### config.mk
export PLATFORM = sky130hd
export DESIGN_NAME = boot_map_ctrl
export DESIGN_NICKNAME = d
export VERILOG_FILES = /design/src/rtl/bootmap_pkg.sv /design/src/rtl/boot_decode.sv /design/src/rtl/boot_mode_latch.sv /design/src/rtl/boot_clkgen.sv /design/src/rtl/boot_map_ctrl.sv
export SDC_FILE = /design/constraint.sdc
export NUM_CORES = 1
export LEC_CHECK = 0
export BUFFER_PORTS_ARGS = -buffer_cell sky130_fd_sc_hd__buf_2
export CAP_MARGIN = 10
export CORE_AREA = 2 2 39 41
export CTS_BUF_LIST = sky130_fd_sc_hd__clkbuf_16
export CTS_CLUSTER_SIZE = 20
export DETAILED_ROUTE_END_ITERATION = 12
export DIE_AREA = 0 0 41 43
export GPL_TIMING_DRIVEN = 0
export PLACE_DENSITY = 0.47
export SLEW_MARGIN = 20
export SYNTH_ARGS = -nofsm -noshare
export SYNTH_HDL_FRONTEND = slang
export SYNTH_SLANG_ARGS = --single-unit
### constraint.sdc
create_clock -name clk -period 1.9 [get_ports clk]
set_clock_uncertainty 0.15 [all_clocks]
set_input_delay 0 -clock clk [delete_from_list [all_inputs] [get_ports clk]]
set_output_delay 0 -clock clk [all_outputs]
set_load 0.005 [all_outputs]
### src/rtl/bootmap_pkg.sv
package bootmap_pkg;

    typedef enum logic [1:0] {
        RGN_RAM  = 2'd0,
        RGN_TRIG = 2'd1,
        RGN_ROM  = 2'd2
    } region_e;

    typedef struct packed {
        logic rom_sel;
        logic ram_sel;
    } sel_t;

    // True when addr lies in the aligned 2**lg block that starts at base.
    function automatic logic window_hit(input logic [31:0] a,
                                        input logic [31:0] base,
                                        input int          lg);
        return (a >> lg) == (base >> lg);
    endfunction

endpackage

### src/rtl/boot_decode.sv
module boot_decode
    import bootmap_pkg::*;
#(
    parameter int          ADDR_W    = 16,
    parameter int          ROM_LG    = 14,
    parameter logic [31:0] TRIG_BASE = 32'h0000_BFF0,
    parameter int          TRIG_LG   = 4
) (
    input  logic [ADDR_W-1:0] addr,
    input  logic              rnw,
    input  logic              mode_set,
    input  logic              wp_en,
    output region_e           region,
    output sel_t              sel
);
    localparam logic [31:0] TOP_MASK = (32'd1 << ADDR_W) - 32'd1;
    localparam logic [31:0] ROM_BASE = TOP_MASK & ~((32'd1 << ROM_LG) - 32'd1);

    logic [31:0] a32;
    assign a32 = 32'(addr);

    always_comb begin
        if (window_hit(a32, ROM_BASE, ROM_LG))
            region = RGN_ROM;
        else if (window_hit(a32, TRIG_BASE, TRIG_LG))
            region = RGN_TRIG;
        else
            region = RGN_RAM;
    end

    always_comb begin
        sel = '0;
        unique case (region)
            RGN_RAM:  sel.ram_sel = 1'b1;
            RGN_TRIG: sel = '0;
            RGN_ROM: begin
                if (!mode_set) begin
                    sel.rom_sel = rnw;
                    sel.ram_sel = ~rnw;
                end else begin
                    sel.ram_sel = rnw | ~wp_en;
                end
            end
            default:  sel = '0;
        endcase
    end

endmodule

### src/rtl/boot_mode_latch.sv
module boot_mode_latch (
    input  logic clk,
    input  logic rst,
    input  logic phi2,
    input  logic trig_hit,
    output logic mode_set
);
    always_ff @(posedge clk) begin
        if (rst)
            mode_set <= 1'b0;
        else if (phi2 && trig_hit)
            mode_set <= 1'b1;
    end

    // once set, the mode only leaves through reset
    p_mode_sticky_r6: assert property (@(posedge clk) disable iff (rst)
        mode_set |=> mode_set);

    // a window address seen while phi2 is low does not set the mode
    p_low_phase_ignored_r6: assert property (@(posedge clk) disable iff (rst)
        (!mode_set && !phi2) |=> !mode_set);

endmodule

### src/rtl/boot_clkgen.sv
module boot_clkgen (
    input  logic clk,
    input  logic rst,
    input  logic mode_set,
    output logic phi2,
    output logic fast
);
    logic half_cnt;

    always_ff @(posedge clk) begin
        if (rst) begin
            half_cnt <= 1'b0;
            phi2     <= 1'b0;
            fast     <= 1'b0;
        end else if (fast) begin
            half_cnt <= 1'b0;
            phi2     <= ~phi2;
        end else begin
            half_cnt <= ~half_cnt;
            if (half_cnt)
                phi2 <= ~phi2;
            // change rate only when a full low phase has just completed
            if (half_cnt && !phi2 && mode_set)
                fast <= 1'b1;
        end
    end

    p_slow_high_two_r2: assert property (@(posedge clk) disable iff (rst)
        (!fast && $rose(phi2)) |=> phi2);

    p_slow_low_two_r2: assert property (@(posedge clk) disable iff (rst)
        (!fast && $fell(phi2)) |=> !phi2);

    p_fast_toggle_r9: assert property (@(posedge clk) disable iff (rst)
        (fast && $past(fast)) |-> (phi2 != $past(phi2)));

    p_switch_on_rise_r9: assert property (@(posedge clk) disable iff (rst)
        $rose(fast) |-> $rose(phi2));

    p_fast_needs_mode_r9: assert property (@(posedge clk) disable iff (rst)
        fast |-> mode_set);

endmodule

### src/rtl/boot_map_ctrl.sv
module boot_map_ctrl
    import bootmap_pkg::*;
#(
    parameter int          ADDR_W    = 16,
    parameter int          ROM_LG    = 14,
    parameter logic [31:0] TRIG_BASE = 32'h0000_BFF0,
    parameter int          TRIG_LG   = 4
) (
    input  logic              clk,
    input  logic              rst,
    input  logic [ADDR_W-1:0] addr,
    input  logic              rnw,
    input  logic              wp_en,
    output logic              phi2,
    output logic              rom_ce_n,
    output logic              ram_ce_n,
    output logic              rd_n,
    output logic              wr_n
);
    logic    mode_set;
    logic    fast;
    region_e region;
    sel_t    sel;

    boot_decode #(
        .ADDR_W   (ADDR_W),
        .ROM_LG   (ROM_LG),
        .TRIG_BASE(TRIG_BASE),
        .TRIG_LG  (TRIG_LG)
    ) u_decode (
        .addr    (addr),
        .rnw     (rnw),
        .mode_set(mode_set),
        .wp_en   (wp_en),
        .region  (region),
        .sel     (sel)
    );

    boot_mode_latch u_mode (
        .clk     (clk),
        .rst     (rst),
        .phi2    (phi2),
        .trig_hit(region == RGN_TRIG),
        .mode_set(mode_set)
    );

    boot_clkgen u_clk (
        .clk     (clk),
        .rst     (rst),
        .mode_set(mode_set),
        .phi2    (phi2),
        .fast    (fast)
    );

    // chip enables: address, direction and mode only
    assign rom_ce_n = ~sel.rom_sel;
    assign ram_ce_n = ~sel.ram_sel;

    // strobes qualified by phase 2 high
    assign rd_n = ~(phi2 & rnw);
    assign wr_n = ~(phi2 & ~rnw);

    p_ce_exclusive_r3: assert property (@(posedge clk) disable iff (rst)
        !(!rom_ce_n && !ram_ce_n));

    p_boot_write_ram_r4: assert property (@(posedge clk) disable iff (rst)
        (!mode_set && region == RGN_ROM && !rnw) |-> (!ram_ce_n && rom_ce_n));

    p_no_rom_after_switch_r7: assert property (@(posedge clk) disable iff (rst)
        mode_set |-> rom_ce_n);

    p_write_protect_r8: assert property (@(posedge clk) disable iff (rst)
        (mode_set && wp_en && !rnw && region == RGN_ROM) |-> ram_ce_n);

    p_strobe_idle_r10: assert property (@(posedge clk) disable iff (rst)
        !phi2 |-> (rd_n && wr_n));

    p_strobe_exclusive_r10: assert property (@(posedge clk) disable iff (rst)
        !(!rd_n && !wr_n));

endmodule

# Yosys cells after proc, flatten, opt, wreduce, memory -nomap -nowiden
# Cells that the tools add are included.
# totals
ff_bits	4
output_inout_bits	5
word_cells	36
# classes
muxes	10
bitwise_logic	11
n_eq_ne	4
n_reduce_logical	7
# op_table
operator	count
12-bit == test (second input constant)	1
1-bit 2-to-1 mux	8
1-bit inverter	8
2-bit == test (second input constant)	2
1-bit logical AND	3
1-bit bitwise AND	2
2-bit by 1-bit == test with 1-bit output (second input constant)	1
2-bit zero test	1
2-bit 2-to-1 mux	1
1-bit case mux with 2 select lines	1
2-bit nonzero test	1
2-bit OR reduction	1
1-bit zero test	1
1-bit OR	1

# Logic depth before layout (Yosys ltp)
# Gate-level depths: netlist (run 1).
# depth
ltp_word	6
mapped_depth	3
ltp_nobuf	3

# Cells and area by module
# From an unflattened synthesis (run 1), not the netlist that was laid out.
# unflattened
cells_unflattened	29
hier_area_um2	251.5
# by_module_without_submodules
mod	area_per_inst_um2	n_inst	cells_per_inst	seq_area_each_um2
boot_clkgen	103.8	1	10	60.1
boot_decode	87.6	1	11	0.0
boot_map_ctrl	31.3	1	5	0.0
boot_mode_latch	28.8	1	3	20.0

# Worst setup path before layout (run 1)
# No wires, ideal clock.
# synth_path
path_type	register to register
startpoint	reg u_clk.phi2
endpoint	reg u_clk.phi2
t_arrival_ns	0.625
required_ns	1.635
path_stages_with_launch	4
period_less_slack_ns	0.890
setup_ns	0.115
path_slack_ns	1.010
path_cell_list	dfxtp_1 -> inv_1 -> xnor2_1 -> nor2_1
# synth_via
elab_chain_cells	3
# synth_lines
item	line_no	source
start: declaration	boot_clkgen.sv:5	output logic phi2,
start signal: assignment	boot_clkgen.sv:17	phi2 <= ~phi2;
start signal: assignment	boot_clkgen.sv:21	phi2 <= ~phi2;
1-bit inverter *	boot_clkgen.sv:17, boot_clkgen.sv:21	
1-bit 2-to-1 mux	boot_clkgen.sv:20	if (half_cnt)
1-bit 2-to-1 mux *	boot_clkgen.sv:15	end else if (fast) begin
# Every way passes the cells marked *; elsewhere a longest branch is shown, timed or not. The select of a mux whose other input is x is not followed.
# A chain may end at the register's enable or synchronous reset.

# Worst setup path after layout (run 1)
# layout_path
startpoint	reg u_mode.mode_set
endpoint	out ram_ce_n
# layout_via
elab_chain_cells	3
# layout_lines
item	line_no	source
start: declaration	boot_mode_latch.sv:6	output logic mode_set
start signal: assignment	boot_mode_latch.sv:10	mode_set <= 1'b0;
start signal: assignment	boot_mode_latch.sv:12	mode_set <= 1'b1;
1-bit 2-to-1 mux	boot_decode.sv:37	if (!mode_set) begin
1-bit case mux with 2 select lines	boot_decode.sv:33	unique case (region)
1-bit inverter	boot_map_ctrl.sv:57	assign ram_ce_n = ~sel.ram_sel;
end: declaration	boot_map_ctrl.sv:16	output logic ram_ce_n,
# No other way between the ends.

==> impl_metrics.csv, run 1 <==
group,metric,value,unit
placement,gp_congestion,0.631,
yosys,ys_seq_area_frac,0.398,
cells_and_area,drive_gt1_frac,0.469,
worst_setup_path,cp_max_fo,4,
yosys,synth_warnings,0,
min_path,hold_class,"in -> out",
clock_tree,cts_tree,"built",
placement,numPortBuffers,20,
routing,drtPass1Iterations,2,
timing,post-route-period-util,0.636,
yosys,synth_seq_cells,4,
clock_tree,cts_resized,0,
timing,fmaxAchievable,0.828,GHz
global_route,gr-usage-all-layers,0.0843,
yosys,synth-xor-area-share,0.0435,
yosys,synth-main-ff-cell,"dfxtp_1",
routing,drtIter0Drc,2,
clock_tree,numCtsBuffers,3,
clock_tree,post-cts-setup-buffer-count,0,
routing,drc,0,
global_route,grt_pass1_wl,897,µm
yosys,synth-edff-count,0,
timing,rsz0062_at_grt,"no",
global_route,antenna_found_initial,0,
worst_setup_path,cpPeakStageDelay,0.36,ns
routing,wire_per_inst,8.40,µm
worst_setup_path,path_cells,"nor2b_1 -> a21oi_1 -> o21ai_0 -> buf_2",
placement,dpl.hpwl,430,µm
cells_and_area,nets,71,
die,dieArea,1760,µm²
worst_setup_path,path_class,"reg -> out",
worst_setup_path,worstRegToRegCells,3,
clock_tree,cts-htree-levels,1,
pwr,p_per_area,1120,nW/µm²
worst_setup_path,end_kind,"output pin",
yosys,async_flop_share,0,
die,start_util,0.146,
yosys,ys_top_cells_by_count,"4 x dfxtp_1, 4 x nor2_1",
timing,finalSetupTns,0,ns
global_route,grt-ovfl-total,0,
yosys,synth_top_family_by_area,"simple AND/OR/NAND/NOR gates",
clock_tree,clk_latency,0.22,ns
pwr,leakage,0.000193,µW
timing,fin_crit,1.21,ns
yosys,syn_area,201,µm²
die,fp.dieH,43,µm
yosys,synthAdderAreaFrac,0,
yosys,synth.top_cell.area_share,0.398,
yosys,synth_nets,45,
timing,slew_headroom,0.882,
clock_tree,clk_pin_slew,0.03,ns
yosys,avgSynthCellArea,8.06,µm²
routing,wl,546,µm
die,num_io_pins,25,
yosys,syn_inst,25,
timing,setup_viol,0,
run_status,status,"complete, no violations",
routing,ant_nets,0,
yosys,muxShareOfSynthArea,0,
timing,drv_slew,0,
global_route,grt_max_degree,6,
timing,hold_viol,0,
worst_setup_path,crit_slowest_cell,"dfxtp_1",
yosys,synth.distinct_cells,15,
yosys,synth-simple-area-share,0.416,
die,coreArea,1380,µm²
global_route,grt_pass1_vias,242,
cells_and_area,area_growth_syn_to_layout,102,%
clock_tree,cts_buffer_depth,2,
die,rows,14,
worst_setup_path,worstSetupStartpointType,"flop",
die,die_w,41,µm
routing,via_per_inst,4.06,
worst_setup_path,arrival,1.06,ns
worst_setup_path,cp.required,1.75,ns
min_path,min_path_cells,3,
cells_and_area,finish.utilization,0.294,
routing,via_count,264,
timing,worst_slew_pin_slew,0.175,ns
job,max_cap_violations,0,
cells_and_area,diodes,0,
yosys,synth_top_area_cell,"dfxtp_1",
clock_tree,clkSinkCount,4,
clock_tree,cts_root_buf,"clkbuf_16",
pwr,ir_drop,0.258,mV
yosys,synth_area_leaders,"dfxtp_1 40%, and4_1 8.7%, nor2_1 7.5%",
yosys,synth_compound_area_frac,0.124,
## area by class of cell
class	instances	area, µm²
Sequential cell	4	80.1
Inverter	1	3.75
Tap cell	16	20.0
Multi-Input combinational cell	20	118
Clock buffer	3	75.1
Fill cell	146	977
Timing Repair Buffer	21	110
## timing repair
action,4_1_cts,5_1_grt
hold endpoints to repair,4,0
hold buffers,1,0
endpoints found under the setup margin,0,0
## metrics by stage
step	instances	area (µm²)	setup WS [ns]	hold slack [ns]	power, µW
2_1_floorplan	25	201	1.01	-0.105	108
3_3_place_gp	61	322	0.925	0.0635	132
3_5_place_dp	61	322	0.925	0.0635	132
4_1_cts	65	407	0.676	0.115	460
5_1_grt	65	407	0.581	0.136	474
6_report	65	407	0.692	0.112	456
## logic make-up (layout without fill, tap and decap cells)
group           after synthesis  count (layout)
flops                         4               4
buf+inv                       1              25
simple gates                 15              15
xor+xnor                      1               1
compound gates                4               4
## placed cells by master, fill, tap and decap left out
| cell type | Yosys | final |
|---|---|---|
| clkbuf_16 | 0 | 3 |
| dfxtp_1 | 4 | 4 |
| nand2_1 | 2 | 2 |
| and4b_1 | 1 | 1 |
| nand2b_1 | 1 | 1 |
| nor3_1 | 1 | 1 |
| o21ai_0 | 1 | 1 |
| dlygate4sd3_1 | 0 | 1 |
| inv_1 | 1 | 1 |
| and4_1 | 2 | 2 |
| nor2_1 | 4 | 4 |
| a21oi_1 | 1 | 1 |
| nor2b_1 | 2 | 2 |
| a41oi_1 | 1 | 1 |
| xnor2_1 | 1 | 1 |
| a31oi_1 | 1 | 1 |
| buf_2 | 0 | 20 |
| nand3_1 | 2 | 2 |
## flip-flops by register name, summed over array words and instances, names as in the netlist
signal / flops
u_clk.half_cnt: 1
u_clk.phi2: 1
u_mode.mode_set: 1
u_clk.fast: 1
## power by group
group	internal [µW]	switching (µW)
clock	268	55.0
combinational	24.0	15.1
sequential	88.8	4.39
## critical path, delay by kind of cell (launching register included)
family | cells | cell delay (ns)
flip-flops | 1 | 0.36
AO/OA/AOI/OAI | 2 | 0.20
AND/OR/NAND/NOR | 1 | 0.14
buffers and inverters | 1 | 0.13
## worst paths after layout
path | start | endpoint | slack, ns
hold reg to reg | u_clk.fast | u_clk.half_cnt | 0.29
setup reg to reg | u_clk.phi2 | u_clk.phi2 | 0.96
setup / recovery | u_mode.mode_set | ram_ce_n | 0.69
hold / removal | rnw | rd_n | 0.11
## layer usage
layer  wire length [µm]  GRT usage
met5                  0          0
met1                251     0.0897
met4                 32      0.120
met3                 29     0.0314
met2                232      0.100
No activity file was read; power rests on OpenSTA's default activity.
==> run 2: changes to the inputs <==
--- a/config.mk
+++ b/config.mk
@@ -5,6 +5,7 @@
 export SDC_FILE = /design/constraint.sdc
 export NUM_CORES = 1
 export LEC_CHECK = 0
+export ABC_AREA = 1
 export BUFFER_PORTS_ARGS = -buffer_cell sky130_fd_sc_hd__buf_2
 export CAP_MARGIN = 10
 export CORE_AREA = 2 2 39 41
@@ -13,7 +14,7 @@
 export DETAILED_ROUTE_END_ITERATION = 12
 export DIE_AREA = 0 0 41 43
 export GPL_TIMING_DRIVEN = 0
-export PLACE_DENSITY = 0.47
+export PLACE_DENSITY = 0.48
 export SLEW_MARGIN = 20
 export SYNTH_ARGS = -nofsm -noshare
 export SYNTH_HDL_FRONTEND = slang
==> constraint.sdc (replaced) <==
create_clock -name clk -period 1.15 [get_ports clk]
set_clock_uncertainty 0.15 [all_clocks]
set_input_delay 0 -clock clk [delete_from_list [all_inputs] [get_ports clk]]
set_output_delay 0 -clock clk [all_outputs]
set_load 0.005 [all_outputs]
==> run 2 against run 1 <==
Net effect: the run now ends with hold timing left; cell count grew 14%; worst hold slack lost 0.11 ns; non-clock buffer count grew 1; via count grew 5.7%; wire length grew 2.0%; critical path type unchanged; largest cell class is now buffers; highest routed layer is now met3.
==> impl_metrics.csv, run 2 <==
group,metric,value,unit
timing,slew_headroom,0.862,
global_route,grt-ovfl-total,0,
clock_tree,cts-htree-levels,1,
yosys,synth.distinct_cells,10,
clock_tree,cts_root_buf,"clkbuf_16",
job,max_cap_violations,0,
yosys,synth_nets,53,
cells_and_area,drive_gt1_frac,0.448,
yosys,ys_seq_area_frac,0.374,
global_route,grt_pass1_vias,262,
worst_setup_path,cp.required,1.00,ns
placement,numPortBuffers,20,
clock_tree,cts_tree,"built",
yosys,synth.top_cell.area_share,0.374,
timing,drv_slew,0,
routing,drtPass1Iterations,3,
timing,fmaxAchievable,0.948,GHz
clock_tree,clk_latency,0.22,ns
cells_and_area,fillers,166,
run_status,status,"finished, violations left",
die,fp.dieH,43,µm
global_route,antenna_found_initial,0,
placement,gp_congestion,0.527,
cells_and_area,area_growth_syn_to_layout,101,%
timing,finalSetupTns,0,ns
yosys,synth_warnings,0,
die,num_io_pins,25,
worst_setup_path,worstSetupStartpointType,"flop",
placement,placed_cells,69,
worst_setup_path,end_kind,"output pin",
yosys,ys_top_cells_by_count,"9 x nand2_1, 4 x dfxtp_1, 4 x inv_1, 4 x nor2_1",
timing,fin_crit,1.05,ns
routing,via_count,279,
worst_setup_path,r2r-start,"u_clk.half_cnt",
routing,wire_per_inst,7.53,µm
routing,ant_nets,0,
yosys,yosysMostFrequentCell,"nand2_1",
worst_setup_path,reg2reg_to,"u_clk.phi2",
routing,wl,557,µm
timing,setup_viol,0,
yosys,synth_area_leaders,"dfxtp_1 37%, nand2_1 16%, nor2_2 8.8%",
routing,via_per_inst,3.77,
cells_and_area,finish.utilization,0.310,
yosys,synth-main-ff-cell,"dfxtp_1",
clock_tree,clkSinkCount,4,
clock_tree,post-cts-setup-buffer-count,0,
timing,worst_slew_pin_slew,0.207,ns
yosys,synth_top_area_cell,"dfxtp_1",
cells_and_area,layout_common_cells,"20 x buf_2, 9 x nand2_1, 4 x inv_1, 4 x nor2_1, 4 x dfxtp_1",
global_route,gr-usage-all-layers,0.0865,
clock_tree,cts_resized,0,
timing,holdWs,-0.00230,ns
cells_and_area,nets,80,
timing,hold_viol,1,
clock_tree,cts_hold_buf,2,
worst_setup_path,endpoint,"ram_ce_n",
die,start_util,0.155,
pwr,p_per_area,1760,nW/µm²
worst_setup_path,crit_start,"u_mode.mode_set",
yosys,avgSynthCellArea,6.48,µm²
yosys,syn_inst,33,
timing,post-route-period-util,0.917,
worst_setup_path,path_class,"reg -> out",
worst_setup_path,regToRegSetupSlack,0.22,ns
yosys,async_flop_share,0,
yosys,synth_seq_cells,4,
cells_and_area,layout.cells.non_filler,74,
pwr,ir_drop,0.711,mV
clock_tree,cts_buffer_depth,2,
min_path,hold_class,"in -> reg",
global_route,grt_pass1_wl,952,µm
cells_and_area,layout_commonest_cell,"buf_2",
pwr,p_total,757,µW
global_route,grt_max_degree,7,
worst_setup_path,arrival,0.90,ns
worst_setup_path,cp_max_fo,3,
timing,rsz0062_at_grt,"no",
pwr,leakage,0.000221,µW
yosys,synth-edff-count,0,
routing,drtIter0Drc,3,
run_status,violations,"hold timing",
die,coreArea,1380,µm²
worst_setup_path,worstRegToRegCells,3,
die,rows,14,
die,die_w,41,µm
clock_tree,numCtsBuffers,3,
yosys,syn_area,214,µm²
clock_tree,clk_pin_slew,0.03,ns
routing,drc,0,
cells_and_area,diodes,0,
die,dieArea,1760,µm²
run 2: cell types whose count changed after synthesis, sizes merged, moves of 2 or more:
cell,change
inv,+3
and4,-2
nor2b,-2
nand2,+7
nor2,+3
nand4,+2
run 2: final cells by class:
type / instances / area [µm²] / area share
clock buffer: 3 / 75.1 / 0.175
timing repair buffer: 22 / 120 / 0.280
multi-input combinational: 25 / 119 / 0.277
tap: 16 / 20.0 / 0.0466
inverter: 4 / 15.0 / 0.0350
sequential: 4 / 80.1 / 0.187
run 2: through the flow:
step           worst slack, ns  cell area (µm²)
4_1_cts                 0.0754              429
3_5_place_dp             0.232              334
5_1_grt                 0.0184              429
3_3_place_gp             0.232              334
6_report                0.0957              429
2_1_floorplan            0.263              214
run 2: logic make-up after synthesis:
group,Yosys count,synth area share
simple gates,23,0.491
flops,4,0.374
buf+inv,4,0.0702
compound gates,1,0.0234
xor+xnor,1,0.0409
run 2: where the power goes:
group	total (µW)	switching [µW]	internal (µW)
clock	533	89.7	443
combinational	68.8	29.6	39.2
sequential	155	8.02	147
total	757	127	629
run 2: critical path, stage by stage (launching register included):
cell and delay (ns):
dfxtp_1 0.32, inv_1 0.07, nand3_1 0.10, nand3_1 0.07, buf_2 0.12
run 2: worst min-delay path by stage:
stage | start | endpoint | slack (ns) | depth (start not counted)
final | addr[10] | u_mode.mode_set | -0.002 | 5
after global routing | addr[10] | u_mode.mode_set | 0.03 | 5
after global placement | rst | u_mode.mode_set | 0.06 | 2
after floorplan | rnw | rd_n | -0.10 | 1
after detailed placement | rst | u_mode.mode_set | 0.07 | 2
after CTS | addr[10] | u_mode.mode_set | 0.003 | 5
run 2: per-layer routing:
metal / share of wire / vias up / GRT usage
met2: 0.50 / 10 / 0.113
met5: 0 / - / 0
met1: 0.42 / 113 / 0.0939
li1: - / 156 / -
met3: 0.083 / 0 / 0.0471
met4: 0 / 0 / 0.0800
